==> src/rtl/servo_pwm_pkg.sv <==
package servo_pwm_pkg;

    localparam int unsigned CLK_HZ       = 50_000_000;
    localparam int unsigned LOW_HZ_RATIO = 50;                 // 1/50 s = 20 ms
    localparam int unsigned LOW_CYC_DEF  = CLK_HZ / LOW_HZ_RATIO;
    localparam int unsigned HIGH_W_DEF   = 32;

    typedef enum logic {
        PH_LOW  = 1'b0,
        PH_HIGH = 1'b1
    } phase_e;

    function automatic phase_e phase_flip(input phase_e p);
        return (p == PH_LOW) ? PH_HIGH : PH_LOW;
    endfunction

endpackage

==> src/rtl/servo_width_latch.sv <==
module servo_width_latch
    import servo_pwm_pkg::*;
#(
    parameter int unsigned HIGH_W = HIGH_W_DEF
) (
    input  logic              clk_i,
    input  logic              rst_i,
    input  logic              load_i,
    input  logic [HIGH_W-1:0] req_i,
    output logic [HIGH_W-1:0] width_o
);

    localparam logic [HIGH_W-1:0] ONE = HIGH_W'(1);

    logic [HIGH_W-1:0] width_q;
    logic [HIGH_W-1:0] width_d;

    // A request of zero is promoted to one cycle so a pulse is always produced.
    always_comb begin
        width_d = (req_i == '0) ? ONE : req_i;
    end

    always_ff @(posedge clk_i) begin
        if (rst_i) begin
            width_q <= ONE;
        end else if (load_i) begin
            width_q <= width_d;
        end
    end

    assign width_o = width_q;

endmodule

==> src/rtl/servo_phase_timer.sv <==
module servo_phase_timer #(
    parameter int unsigned CNT_W = 32
) (
    input  logic             clk_i,
    input  logic             rst_i,
    input  logic             clear_i,
    output logic [CNT_W-1:0] cnt_o
);

    logic [CNT_W-1:0] cnt_q;

    always_ff @(posedge clk_i) begin
        if (rst_i || clear_i) begin
            cnt_q <= '0;
        end else begin
            cnt_q <= cnt_q + CNT_W'(1);
        end
    end

    assign cnt_o = cnt_q;

endmodule

==> src/rtl/servo_phase_ctrl.sv <==
module servo_phase_ctrl
    import servo_pwm_pkg::*;
#(
    parameter int unsigned LOW_CYCLES = LOW_CYC_DEF,
    parameter int unsigned HIGH_W     = HIGH_W_DEF,
    parameter int unsigned CNT_W      = 32
) (
    input  logic              clk_i,
    input  logic              rst_i,
    input  logic [CNT_W-1:0]  cnt_i,
    input  logic [HIGH_W-1:0] width_i,
    output phase_e            phase_o,
    output logic              phase_end_o,
    output logic              load_o
);

    localparam logic [CNT_W-1:0] LOW_LAST = CNT_W'(LOW_CYCLES - 1);

    phase_e phase_q;
    logic   low_last;
    logic   high_last;

    always_comb begin
        low_last    = (cnt_i == LOW_LAST);
        high_last   = (cnt_i == (CNT_W'(width_i) - CNT_W'(1)));
        phase_end_o = (phase_q == PH_LOW) ? low_last : high_last;
        load_o      = (phase_q == PH_LOW) && low_last;
    end

    always_ff @(posedge clk_i) begin
        if (rst_i) begin
            phase_q <= PH_LOW;
        end else if (phase_end_o) begin
            phase_q <= phase_flip(phase_q);
        end
    end

    assign phase_o = phase_q;

endmodule

==> src/rtl/servo_pulse_gen.sv <==
module servo_pulse_gen
    import servo_pwm_pkg::*;
#(
    parameter int unsigned LOW_CYCLES = LOW_CYC_DEF,
    parameter int unsigned HIGH_W     = HIGH_W_DEF
) (
    input  logic              clk_i,
    input  logic              rst_i,
    input  logic [HIGH_W-1:0] high_cycles_i,
    output logic              servo_o
);

    localparam int unsigned LOW_W = $clog2(LOW_CYCLES + 1);
    localparam int unsigned CNT_W = (LOW_W > HIGH_W) ? LOW_W : HIGH_W;

    logic [CNT_W-1:0]  cnt;
    logic [HIGH_W-1:0] hold_w;
    logic              phase_end;
    logic              load;
    phase_e            phase;

    servo_phase_timer #(
        .CNT_W (CNT_W)
    ) u_timer (
        .clk_i   (clk_i),
        .rst_i   (rst_i),
        .clear_i (phase_end),
        .cnt_o   (cnt)
    );

    servo_width_latch #(
        .HIGH_W (HIGH_W)
    ) u_latch (
        .clk_i   (clk_i),
        .rst_i   (rst_i),
        .load_i  (load),
        .req_i   (high_cycles_i),
        .width_o (hold_w)
    );

    servo_phase_ctrl #(
        .LOW_CYCLES (LOW_CYCLES),
        .HIGH_W     (HIGH_W),
        .CNT_W      (CNT_W)
    ) u_ctrl (
        .clk_i       (clk_i),
        .rst_i       (rst_i),
        .cnt_i       (cnt),
        .width_i     (hold_w),
        .phase_o     (phase),
        .phase_end_o (phase_end),
        .load_o      (load)
    );

    assign servo_o = (phase == PH_HIGH);

endmodule

==> config.mk <==
export PLATFORM = sky130hd
export DESIGN_NAME = servo_pulse_gen
export DESIGN_NICKNAME = d
export VERILOG_FILES = /design/src/rtl/servo_pwm_pkg.sv /design/src/rtl/servo_width_latch.sv /design/src/rtl/servo_phase_timer.sv /design/src/rtl/servo_phase_ctrl.sv /design/src/rtl/servo_pulse_gen.sv
export SDC_FILE = /design/constraint.sdc
export NUM_CORES = 1
export LEC_CHECK = 0
export CAP_MARGIN = 15
export CORE_UTILIZATION = 45
export DETAILED_ROUTE_END_ITERATION = 8
export DONT_BUFFER_PORTS = 1
export SKIP_CTS_REPAIR_TIMING = 1
export SYNTH_ARGS = -nofsm -noshare
export SYNTH_HDL_FRONTEND = slang
export SYNTH_SLANG_ARGS = --single-unit
==> constraint.sdc <==
create_clock -name clk_i -period 3.34 [get_ports clk_i]
set_input_delay 0.334 -clock clk_i [delete_from_list [all_inputs] [get_ports clk_i]]
set_output_delay 0.334 -clock clk_i [all_outputs]
set_load 0.02 [all_outputs]
==> results.py <==
metrics = {
    "synth": {
        "syn_nets": 521,
        "ys_seq_area_frac": 0.336,
        "synth_cells": 485,
        "yosysWarnings": 0,
        "synthArstFlopShare": 0,
        "synth_edf_count": 0,
        "synth.distinct_cells": 48,
        "ys.flop_type": "dfxtp_1",
        "synth.cell_area_um2": 3870,
        "syn_avg_cell_area_um2": 7.99,
        "ys_ff_latch": 65,
    },
    "pwr": {
        "power.total_mw": 1.47,
        "leakage_nw": 1.43,
        "peakVddDrop_uv": 238,
        "power.density_nw_per_um2": 351,
    },
    "timing": {
        "setup_viol": 0,
        "rsz0062_at_grt": "false",
        "max_freq_ghz": 0.319,
        "final_hold_viol_count": 0,
        "relSlewSlack": 0.581,
        "clock_skew_ps": 8.78,
        "final-max-slew-violation-count": 0,
        "worstMarginPinSlew_ps": 622,
        "min_period_over_period": 0.939,
        "tns_ps": 0,
        "min_period_ps": 3140,
    },
    "die": {
        "die_x_um": 94.8,
        "rows": 33,
        "ios": 35,
        "die_y_um": 94.8,
        "initial_core_util": 0.469,
        "core_um2": 8260,
        "die_area_um2": 8990,
    },
    "critical_path": {
        "slowest_stage": "or4_4",
        "crit_chain": "or4_4 > or4_4 > nor3_4 > mux2_1 > a31oi_1 > a41oi_2 > nor4_4 > buf_12 > nor3_1",
        "worst_setup_path_start_kind": "flip-flop",
        "critPathMaxFanout": 32,
        "crit_path_max_incr_delay_ps": 570,
        "required_ps": 3560,
        "arrival_ps": 3350,
        "end_kind": "flip-flop",
        "critPathKind": "reg2reg",
        "cp_common_cell": "or4_4",
    },
    "final_layout": {
        "final_cell_area_um2": 4200,
        "n_antenna_cell": 0,
        "layout-drive-gt1-share": 0.113,
        "postLayoutCoreUtil": 0.508,
        "final.fill_count": 829,
        "instances_no_fill": 591,
        "multi_input_area_um2": 2430,
        "area_delta_synth_final_pct": 8.30,
        "layout_common_cells": "nand2_1, dfxtp_1, xnor2_1",
        "finalNetCount": 517,
        "final_common_cell": "nand2_1",
        "regArea_um2": 1300,
    },
    "detailed_routing": {
        "drt-total-wl_um": 9240,
        "remaining_drc_errors": 0,
        "via_per_inst": 5.61,
        "drtIter0Drc": 133,
        "drt-wirelength-per-cell_um": 15.6,
        "vias": 3315,
        "firstDrtPassIters": 5,
        "detail-route-antenna-nets": 0,
    },
    "place": {
        "io_buffers": 0,
        "dp.final_hpwl_um": 6840,
        "routabilityCongestion": 0.861,
        "dpl_cell_area_um2": 3990,
        "post-place-cells": 575,
    },
    "grt": {
        "antenna_found_initial": 0,
        "grtUsageTotal": 0.225,
        "grt_max_degree": 35,
        "grt.overflow.total": 0,
        "grt_pass1_wl_um": 15400,
        "grt_pass1_vias": 3174,
    },
    "cts": {
        "h-tree-depth": 3,
        "path_clk_slew_ps": 70,
        "cts_tree": "done",
        "clockRootBuffer": "clkbuf_8",
        "cts_buffers": 9,
        "clk_latency_ps": 350,
        "cts.sinks": 65,
        "clockBufferDepth": 2,
    },
    "min_path": {
        "min_path_type": "in2reg",
    },
    "job": {
        "maxCapViolCount": 0,
    },
    "run_status": {
        "status": "complete, no violations",
    },
}
## cells in the mapped netlist, types with 6 or more instances
cell	number	area, um^2
nand4_1	16	100
nand2_1	84	315
nand3_1	10	50.1
nor3_1	35	175
a21oi_1	35	175
inv_1	6	22.5
nor4_1	20	125
xnor2_1	37	324
nor2_1	22	82.6
xor2_1	33	289
nor3_2	12	120
and3_1	9	56.3
clkbuf_1	22	82.6
dfxtp_1	65	1300
or3_1	7	43.8
mux2i_1	7	70.1
## worst paths after layout
path | from | end | slack [ps] | cells after the start
max | u_latch.width_o[17] | u_timer.cnt_o[20] | 200 | 9
max reg2reg | u_latch.width_o[17] | u_timer.cnt_o[20] | 200 | 9
min reg2reg | u_latch.width_o[26] | u_latch.width_o[26] | 490 | 2
min | rst_i | u_latch.width_o[31] | 40 | 1
## flip-flops by register name (all words and copies together), names as in the netlist
register and cells:
u_latch.width_o 32, u_timer.cnt_o 32, u_ctrl.phase_o 1
## layout make-up
cell class	count	share of cell area
Multi-Input combinational cell	386	0.580
Clock inverter	5	0.0131
Clock buffer	11	0.0337
Inverter	6	0.00537
Timing Repair Buffer	13	0.0262
Sequential cell	65	0.310
Tap cell	105	0.0313
## power breakdown
group	leakage, nW	total [mW]	switching, mW	internal, mW
Combinational	0.813	0.0205	0.0116	0.00888
Sequential	0.524	0.782	0.00432	0.778
Clock	0.0953	0.672	0.309	0.362
Total	1.43	1.47	0.325	1.15
## metal layers
metal,vias up,GRT usage,part of all wire
met5,-,0,0
li1,1709,-,-
met1,1543,0.313,0.51
met2,55,0.348,0.45
met3,8,0.0346,0.033
met4,0,0.0871,0.014
## cells by family (layout without fill, tap and decap cells)
logic type | count (synthesis) | count (layout) | share of synthesized area
AOI/OAI and AO/OA | 58 | 58 | 0.0882
xor gates and xnor gates | 70 | 70 | 0.158
adders and majority gates | 2 | 2 | 0.00646
buffers and inverters | 34 | 35 | 0.0397
DFF | 65 | 65 | 0.336
muxes | 9 | 9 | 0.0239
and+or+nand+nor | 247 | 247 | 0.348
## metrics by stage
step           hold slack (ps)  setup WS (ps)
6_report                  44.7            203
5_1_grt                   30.5           39.1
4_1_cts                   34.7            158
3_5_place_dp               408            156
3_3_place_gp               406            262
2_1_floorplan              444            299
## worst max-delay path: cells and delay by family, from the launching register on
kind / cells / cell delay (ps)
compound gates: 2 / 300
flops: 1 / 380
mux: 1 / 350
buf+inv: 1 / 240
simple gates: 5 / 1730
Power figures use the tool's default switching activity.
